**src/rtl/clk12_pkg.sv**
```systemverilog
package clk12_pkg;
  localparam int HR_W = 4;
  localparam int MS_W = 6;

  localparam logic [HR_W-1:0] HR_TOP = HR_W'(12);
  localparam logic [HR_W-1:0] HR_PRE = HR_W'(11);
  localparam logic [HR_W-1:0] HR_ONE = HR_W'(1);
  localparam logic [MS_W-1:0] MS_LAST = MS_W'(59);
  localparam logic [MS_W-1:0] MS_ONE = MS_W'(1);

  typedef struct packed {
    logic [HR_W-1:0] hr;
    logic [MS_W-1:0] min;
    logic [MS_W-1:0] sec;
    logic            pm;
  } tod_t;

  typedef struct packed {
    logic [HR_W-1:0] hr;
    logic [MS_W-1:0] min;
    logic            pm;
  } alm_t;
endpackage

```
**src/rtl/clk12_time_keeper.sv**
```systemverilog
module clk12_time_keeper
  import clk12_pkg::*;
(
  input  logic clk,
  input  logic rst_n,
  input  logic ld,
  input  tod_t ld_val,
  output tod_t now,
  output logic invalid
);
  tod_t now_d;
  logic sec_wrap, min_wrap;
  logic seen_q, seen_d, seen_we;

  always_comb begin
    sec_wrap = (now.sec == MS_LAST);
    min_wrap = sec_wrap && (now.min == MS_LAST);
    now_d    = now;
    if (ld) begin
      now_d = ld_val;
    end else begin
      now_d.sec = sec_wrap ? '0 : now.sec + MS_ONE;
      if (sec_wrap) now_d.min = (now.min == MS_LAST) ? '0 : now.min + MS_ONE;
      if (min_wrap) begin
        now_d.hr = (now.hr == HR_TOP) ? HR_ONE : now.hr + HR_ONE;
        if (now.hr == HR_PRE) now_d.pm = ~now.pm;
      end
    end
  end

  always_ff @(posedge clk or negedge rst_n) begin
    if (!rst_n) begin
      now.hr  <= HR_TOP;
      now.min <= '0;
      now.sec <= '0;
      now.pm  <= 1'b0;
    end else begin
      now <= now_d;
    end
  end

  assign seen_we = ld && !seen_q;
  assign seen_d  = 1'b1;

  always_ff @(posedge clk or negedge rst_n) begin
    if (!rst_n)       seen_q <= 1'b0;
    else if (seen_we) seen_q <= seen_d;
  end

  assign invalid = !seen_q;

  p_load_r2: assert property (@(posedge clk) disable iff (!rst_n)
    ld |=> (now == $past(ld_val)));

  p_sec_range_r3: assert property (@(posedge clk) disable iff (!rst_n)
    !$past(ld) |-> (now.sec <= MS_LAST && now.min <= MS_LAST &&
                    now.hr >= HR_ONE && now.hr <= HR_TOP));

  p_pm_step_r4: assert property (@(posedge clk) disable iff (!rst_n)
    (!$past(ld) && (now.pm != $past(now.pm))) |->
      (now.hr == HR_TOP && now.min == '0 && now.sec == '0));

  p_invalid_hold_r8: assert property (@(posedge clk) disable iff (!rst_n)
    !invalid |=> !invalid);
endmodule

```
**src/rtl/clk12_alarm_unit.sv**
```systemverilog
module clk12_alarm_unit
  import clk12_pkg::*;
#(
  parameter int DUR_W = 8
) (
  input  logic             clk,
  input  logic             rst_n,
  input  logic             ld,
  input  alm_t             ld_val,
  input  logic             en,
  input  logic [DUR_W-1:0] len,
  input  tod_t             now,
  output logic             ring
);
  localparam logic [DUR_W-1:0] DUR_ONE = DUR_W'(1);

  alm_t             alm_q;
  logic             hit;
  logic [DUR_W-1:0] cnt_q, cnt_d;
  logic             cnt_we;

  always_ff @(posedge clk or negedge rst_n) begin
    if (!rst_n) begin
      alm_q.hr  <= HR_TOP;
      alm_q.min <= '0;
      alm_q.pm  <= 1'b0;
    end else if (ld) begin
      alm_q <= ld_val;
    end
  end

  always_comb begin
    hit = en && (now.sec == '0) && (now.hr == alm_q.hr) &&
          (now.min == alm_q.min) && (now.pm == alm_q.pm);
    cnt_we = !en || hit || (cnt_q != '0);
    if (!en)      cnt_d = '0;
    else if (hit) cnt_d = len;
    else          cnt_d = cnt_q - DUR_ONE;
  end

  always_ff @(posedge clk or negedge rst_n) begin
    if (!rst_n)      cnt_q <= '0;
    else if (cnt_we) cnt_q <= cnt_d;
  end

  assign ring = en && (cnt_q != '0);

  p_fire_r6: assert property (@(posedge clk) disable iff (!rst_n)
    (hit && len != '0) |=> (ring || !en));

  p_count_down_r6: assert property (@(posedge clk) disable iff (!rst_n)
    (en && !hit && cnt_q != '0) |=> (cnt_q == $past(cnt_q) - 1'b1));

  p_drop_clear_r7: assert property (@(posedge clk) disable iff (!rst_n)
    !en |=> (cnt_q == '0));
endmodule

```
**src/rtl/alarm_clock12.sv**
```systemverilog
module alarm_clock12
  import clk12_pkg::*;
#(
  parameter int DUR_W = 8
) (
  input  logic             clk,
  input  logic             rst_n,
  input  logic             ld_time,
  input  logic [3:0]       set_hr,
  input  logic [5:0]       set_min,
  input  logic [5:0]       set_sec,
  input  logic             set_pm,
  input  logic             ld_alarm,
  input  logic [3:0]       alm_hr,
  input  logic [5:0]       alm_min,
  input  logic             alm_pm,
  input  logic             alm_en,
  input  logic [DUR_W-1:0] alm_len,
  output logic [3:0]       hr_o,
  output logic [5:0]       min_o,
  output logic [5:0]       sec_o,
  output logic             pm_o,
  output logic             time_invalid,
  output logic             ring
);
  tod_t tod_ld, tod_now;
  alm_t alm_ld;

  assign tod_ld = '{hr: set_hr, min: set_min, sec: set_sec, pm: set_pm};
  assign alm_ld = '{hr: alm_hr, min: alm_min, pm: alm_pm};

  clk12_time_keeper u_time (
    .clk     (clk),
    .rst_n   (rst_n),
    .ld      (ld_time),
    .ld_val  (tod_ld),
    .now     (tod_now),
    .invalid (time_invalid)
  );

  clk12_alarm_unit #(.DUR_W(DUR_W)) u_alarm (
    .clk    (clk),
    .rst_n  (rst_n),
    .ld     (ld_alarm),
    .ld_val (alm_ld),
    .en     (alm_en),
    .len    (alm_len),
    .now    (tod_now),
    .ring   (ring)
  );

  assign hr_o  = tod_now.hr;
  assign min_o = tod_now.min;
  assign sec_o = tod_now.sec;
  assign pm_o  = tod_now.pm;

  p_invalid_fall_r8: assert property (@(posedge clk) disable iff (!rst_n)
    $fell(time_invalid) |-> $past(ld_time));
endmodule

```
**config.mk**
```make
export PLATFORM = sky130hd
export DESIGN_NAME = alarm_clock12
export DESIGN_NICKNAME = d
export VERILOG_FILES = /design/src/rtl/clk12_pkg.sv /design/src/rtl/clk12_time_keeper.sv /design/src/rtl/clk12_alarm_unit.sv /design/src/rtl/alarm_clock12.sv
export SDC_FILE = /design/constraint.sdc
export NUM_CORES = 1
export LEC_CHECK = 0
export BUFFER_PORTS_ARGS = -buffer_cell sky130_fd_sc_hd__buf_2
export CAP_MARGIN = 20
export CORE_UTILIZATION = 45
export DETAILED_ROUTE_END_ITERATION = 10
export PLACE_DENSITY = 0.81
export SETUP_SLACK_MARGIN = 0.5
export SYNTH_ARGS = -nofsm -noshare
export SYNTH_HDL_FRONTEND = slang
export SYNTH_HIERARCHICAL = 1
export SYNTH_SLANG_ARGS = --single-unit
```
**constraint.sdc**
```tcl
create_clock -name clk -period 1.7 [get_ports clk]
set_clock_uncertainty 0.15 [all_clocks]
set_input_delay 0.34 -clock clk [delete_from_list [all_inputs] [get_ports clk]]
set_output_delay 0.34 -clock clk [all_outputs]
set_load 0.05 [all_outputs]
```
After elaboration in Yosys (flattened, before gate mapping)
Index checks and enable logic that the tools add are counted.
Widths: inputs -> output; s select.

word-level totals
  input port bits = 41
  register bits after elaboration = 37

cells by class
  bitwise gates (word level) = 1
  mux-type cells = 10
  eq/ne operators = 7
  add/sub/neg operators = 4
  reductions and logical operators = 17

operators by type and width
  operator             count
  $mux 6               3
  $mux 17              1
  $mux 8               2
  $add 6x1->6 const B  2
  $eq 6x6->1 const B   2
  $eq 4x4->1 const B   2
  $mux 4               2
  $reduce_bool 8->1    1
  $sub 8x1->8 const B  1
  $logic_and 1x1->1    7
  $eq 6x6->1           1
  $logic_not 6->1      1
  $reduce_bool 2->1    3
  $add 4x1->4 const B  1
  $eq 4x4->1           1
  $logic_not 1->1      2
  $logic_or 1x1->1     2
  $mux 1               2
  $reduce_and 2->1     1
  $eq 1x1->1           1
  $not 1->1            1

Longest topological paths before layout
  depth in word-level cells = 7
  gate-level depth with buffers = 6

Hierarchy
The synthesis kept the hierarchy.

by module, submodules not included
  module             area each (um^2)  cells an instance  times used
  clk12_alarm_unit   1123.6            103                1
  clk12_time_keeper  1044.8            111                1

Least setup slack after synthesis
OpenSTA, ideal clock, no wires.

  kind = flip-flop to flip-flop
  from = reg, netlist name u_time/now[1]
  to = reg, netlist name u_time/now[15]
  slack = -0.540 ns
  arrival time = 2.026 ns
  required time = 1.486 ns
  stages on the path, launching flop included = 6
  cells stage by stage = dfrtp_1 ha_1 and4b_4 nand4_2 or4b_1 nand3_1

on the way
  cells in the longest elaborated chain, start to end = 3

ends and longest elaborated chain
  item                         RTL line                 RTL
  $eq 6x6->1                   clk12_time_keeper.sv:16  sec_wrap = (now.sec == MS_LAST);
  $logic_and 1x1->1            clk12_time_keeper.sv:17  min_wrap = sec_wrap && (now.min == MS_LAST);
  $reduce_bool 2->1 (no line)  -

No other way between the ends.
A chain may end at the register's enable or synchronous reset.

Worst setup path after layout
  from = reg u_alarm.cnt_q[0]
  to = out ring

on the way
  cells in the longest elaborated chain, start to end = 2

ends and longest elaborated chain
  item                    RTL line                RTL
  start, declared         clk12_alarm_unit.sv:19  logic [DUR_W-1:0] cnt_q, cnt_d;
  start signal, assigned  clk12_alarm_unit.sv:43  else if (cnt_we) cnt_q <= cnt_d;
  $reduce_bool 8->1       clk12_alarm_unit.sv:46  assign ring = en && (cnt_q != '0);
  $logic_and 1x1->1       clk12_alarm_unit.sv:46
  end, declared           alarm_clock12.sv:24     output logic ring

No other way between the ends.

==> results.toml <==
[flow_run]
drv_cap = 0

[global_routing]
grt_usage = 0.348
grt_overflow_total = 0
grt_max_degree = 22
antenna_found_initial = 0
grt_pass1_vias = 2574
grt_pass1_wl_mm = 13.3

[yosys]
ys_seq_elements = 37
syn_nets = 261
yosys_warnings = 6
synth_top_area_share = 0.381
synth_top_cell_by_area = "dfrtp_1"
synthFlopType = "dfrtp_1"
yosysUniqueCellTypes = 51
syn_inst = 214
ys_async_sr_fraction = 1.00
netlist_area_um2 = 2170
yosys-top-cells-area = "dfrtp_1 38%, xnor2_1 6.5%, mux2_2 6.2%, mux2i_1 5.1%, dfstp_2 4.8%"
yosysSeqAreaShare = 0.429
syn_area_per_cell_um2 = 10.1
synth-edff-count = 0

[power_and_ir_drop]
netSwitchingFraction = 0.394
cellPowerDensity_nw_per_um2 = 1160
pwr-share-comb = 0.576
p_sw_w = 0.00177
vdd_drop_max_v = 0.000681
p_leak_nw = 1.74
clkPwrFrac = 0.148
p_int_w = 0.00272
power_frac_seq = 0.277

[detailed_routing]
wl_per_cell_um = 23.9
vias = 2559
drt_pre_antenna_iters = 4
routed_wl_mm = 9.58
drt_iter0_drc = 202
ant_nets = 0
vias_per_cell = 6.38
remaining_drc_errors = 0

[worst_hold_path]
hold_class = "in2async"

[sta]
setup_viol = 21
max_freq_mhz = 500
final-hold-violation-count = 14
finalCritPeriodShare = 1.18
fin_ws_ps = -299
slew_violations = 0
rsz0062_at_grt = "true"
fin_crit_ps = 2000
hold_ws_ps = -180
worstMarginPinSlew_ps = 432
slew_headroom = 0.712

[placed_design]
dp_slack_ps = -94.4
place_area_um2 = 2910
dp_hpwl_mm = 4.32
io_buffer_count = 59
gp_congestion = 0.872

[critical_path]
startpoint_type = "flop"
crit_path_top_delay_cell = "dfrtp_1"
cp.arrival_ps = 1510
cpPeakStageDelay_ps = 400
required_ps = 1210
cp-end-kind = "output pin"
critical_path_class = "reg2out"
critPathMaxFanout = 2
crit_chain = "inv_2 -> ha_4 -> nor3b_4 -> nand2_2 -> and2_4 -> buf_8"

[floorplan]
ios = 60
dieHeight_um = 71.4
start_util = 0.481
num_rows = 24
die_w_um = 71.4
core_area_um2 = 4500
die-area_um2 = 5100

[finish]
final_cell_mix = "40 x buf_2, 39 x buf_4, 37 x buf_6"
postLayoutCellArea_um2 = 3870
syn2layout_area_growth_pct = 78.5
drive_gt1_frac = 0.645
fillerInstances = 191
fin_util = 0.859
layout_commonest_cell = "buf_2"
nets = 395
n_antenna_cell = 0

[clocking]
cts_tree = "done"
path_clk_slew_ps = 80
clkSinkCount = 37
worstSkewPairLatency_ps = 300
cts_max_path_buffers = 2
cts_root_buf = "clkbuf_8"
numCtsBuffers = 5
htreeDepth = 2

[outcome]
status = "finished with violations"
violations = "hold timing, setup timing"
-- cells in the mapped netlist (3+ instances only) --
cell	instances
dfrtp_1	33
nor3_1	3
o21ai_0	10
clkbuf_1	5
nand3_1	9
inv_1	11
xnor2_1	16
a31oi_1	4
nor4_1	3
ha_1	6
nand2_1	24
dfstp_2	4
mux2i_1	11
or3_1	3
o31ai_1	5
mux2_2	12
a21oi_1	5
o21ai_1	6
-- cell families after synthesis --
| family | share of synthesized area |
|---|---|
| XOR/XNOR | 0.0727 |
| multiplexers | 0.113 |
| flip-flops | 0.429 |
| buffers and inverters | 0.0329 |
| AND/OR/NAND/NOR | 0.191 |
| adder cells (fa/ha/maj) | 0.0346 |
| AO/OA/AOI/OAI | 0.126 |
-- worst paths after layout --
kind / slack (ps) / startpoint / cells past startpoint / end
setup / recovery: -300 / u_alarm/cnt_q[0] / 6 / ring
hold / removal: -180 / rst_n / 1 / u_alarm/alm_q[3]
setup reg to reg: -260 / u_alarm/cnt_q[0] / 10 / u_alarm/cnt_q[4]
hold reg to reg: 360 / u_time/seen_q / 1 / u_time/seen_q
max in group asynchronous: 1050 / rst_n / 2 / u_alarm/alm_q[10]
min in group clk: 110 / alm_min[1] / 2 / u_alarm/alm_q[2]
-- registers in the layout, summed over array words and instances (netlist names) --
| name | flops |
|---|---|
| u_time/seen_q | 1 |
| u_time/now | 17 |
| u_alarm/cnt_q | 8 |
| u_alarm/alm_q | 11 |
-- routing by layer --
| layer | wire, µm | up-vias | GRT usage |
|---|---|---|---|
| li1 | - | 1051 | - |
| met1 | 3360 | 1216 | 0.410 |
| met2 | 4730 | 219 | 0.600 |
| met3 | 794 | 73 | 0.0647 |
| met5 | 0 | - | 0 |
| met4 | 697 | 0 | 0.193 |
-- area by class of cell --
cell class | instances | area [µm²] | area share
Multi-Input combinational cell | 159 | 1530 | 0.395
Clock inverter | 1 | 7.51 | 0.00194
Sequential cell | 37 | 953 | 0.246
Clock buffer | 7 | 86.3 | 0.0223
Inverter | 11 | 43.8 | 0.0113
Tap cell | 52 | 65.1 | 0.0168
Timing Repair Buffer | 134 | 1180 | 0.306
-- through the flow --
stage	TNS, ps	power (W)	cells	hold slack (ps)
finish	-3140	0.00449	401	-180
global route	-4300	0.00467	401	-167
CTS	-1060	0.00400	392	-173
detailed placement	-715	0.00274	358	144
global placement	-170	0.00268	358	147
floorplan	-2910	0.00218	214	-106
-- repair_timing --
| action | in CTS | in global routing |
|---|---|---|
| resized for setup | 117 | 30 |
| pin swaps | 34 | 25 |
| gates cloned | 0 | 0 |
| hold endpoints to repair | 14 | 14 |
| setup endpoints to repair | 44 | 44 |
| buffers inserted | 26 | 9 |
-- worst max-delay path: cells and delay by family, from the launching register on --
family                   cells  cell delay, ps
adder cells (fa/ha/maj)      1             130
buffers and inverters        2             230
flip-flops                   1             400
AND/OR/NAND/NOR              3             440
-- power by group through the flow --
stage	clock [W]	sequential, W	combinational, W
6_report	0.000663	0.00124	0.00258
5_1_grt	0.000719	0.00126	0.00269
4_1_cts	0.000661	0.00121	0.00213
3_5_place_dp	0	0.00121	0.00152
3_3_place_gp	0	0.00120	0.00148
2_1_floorplan	0	0.00138	0.000800
(Power assumes the default switching activity.)
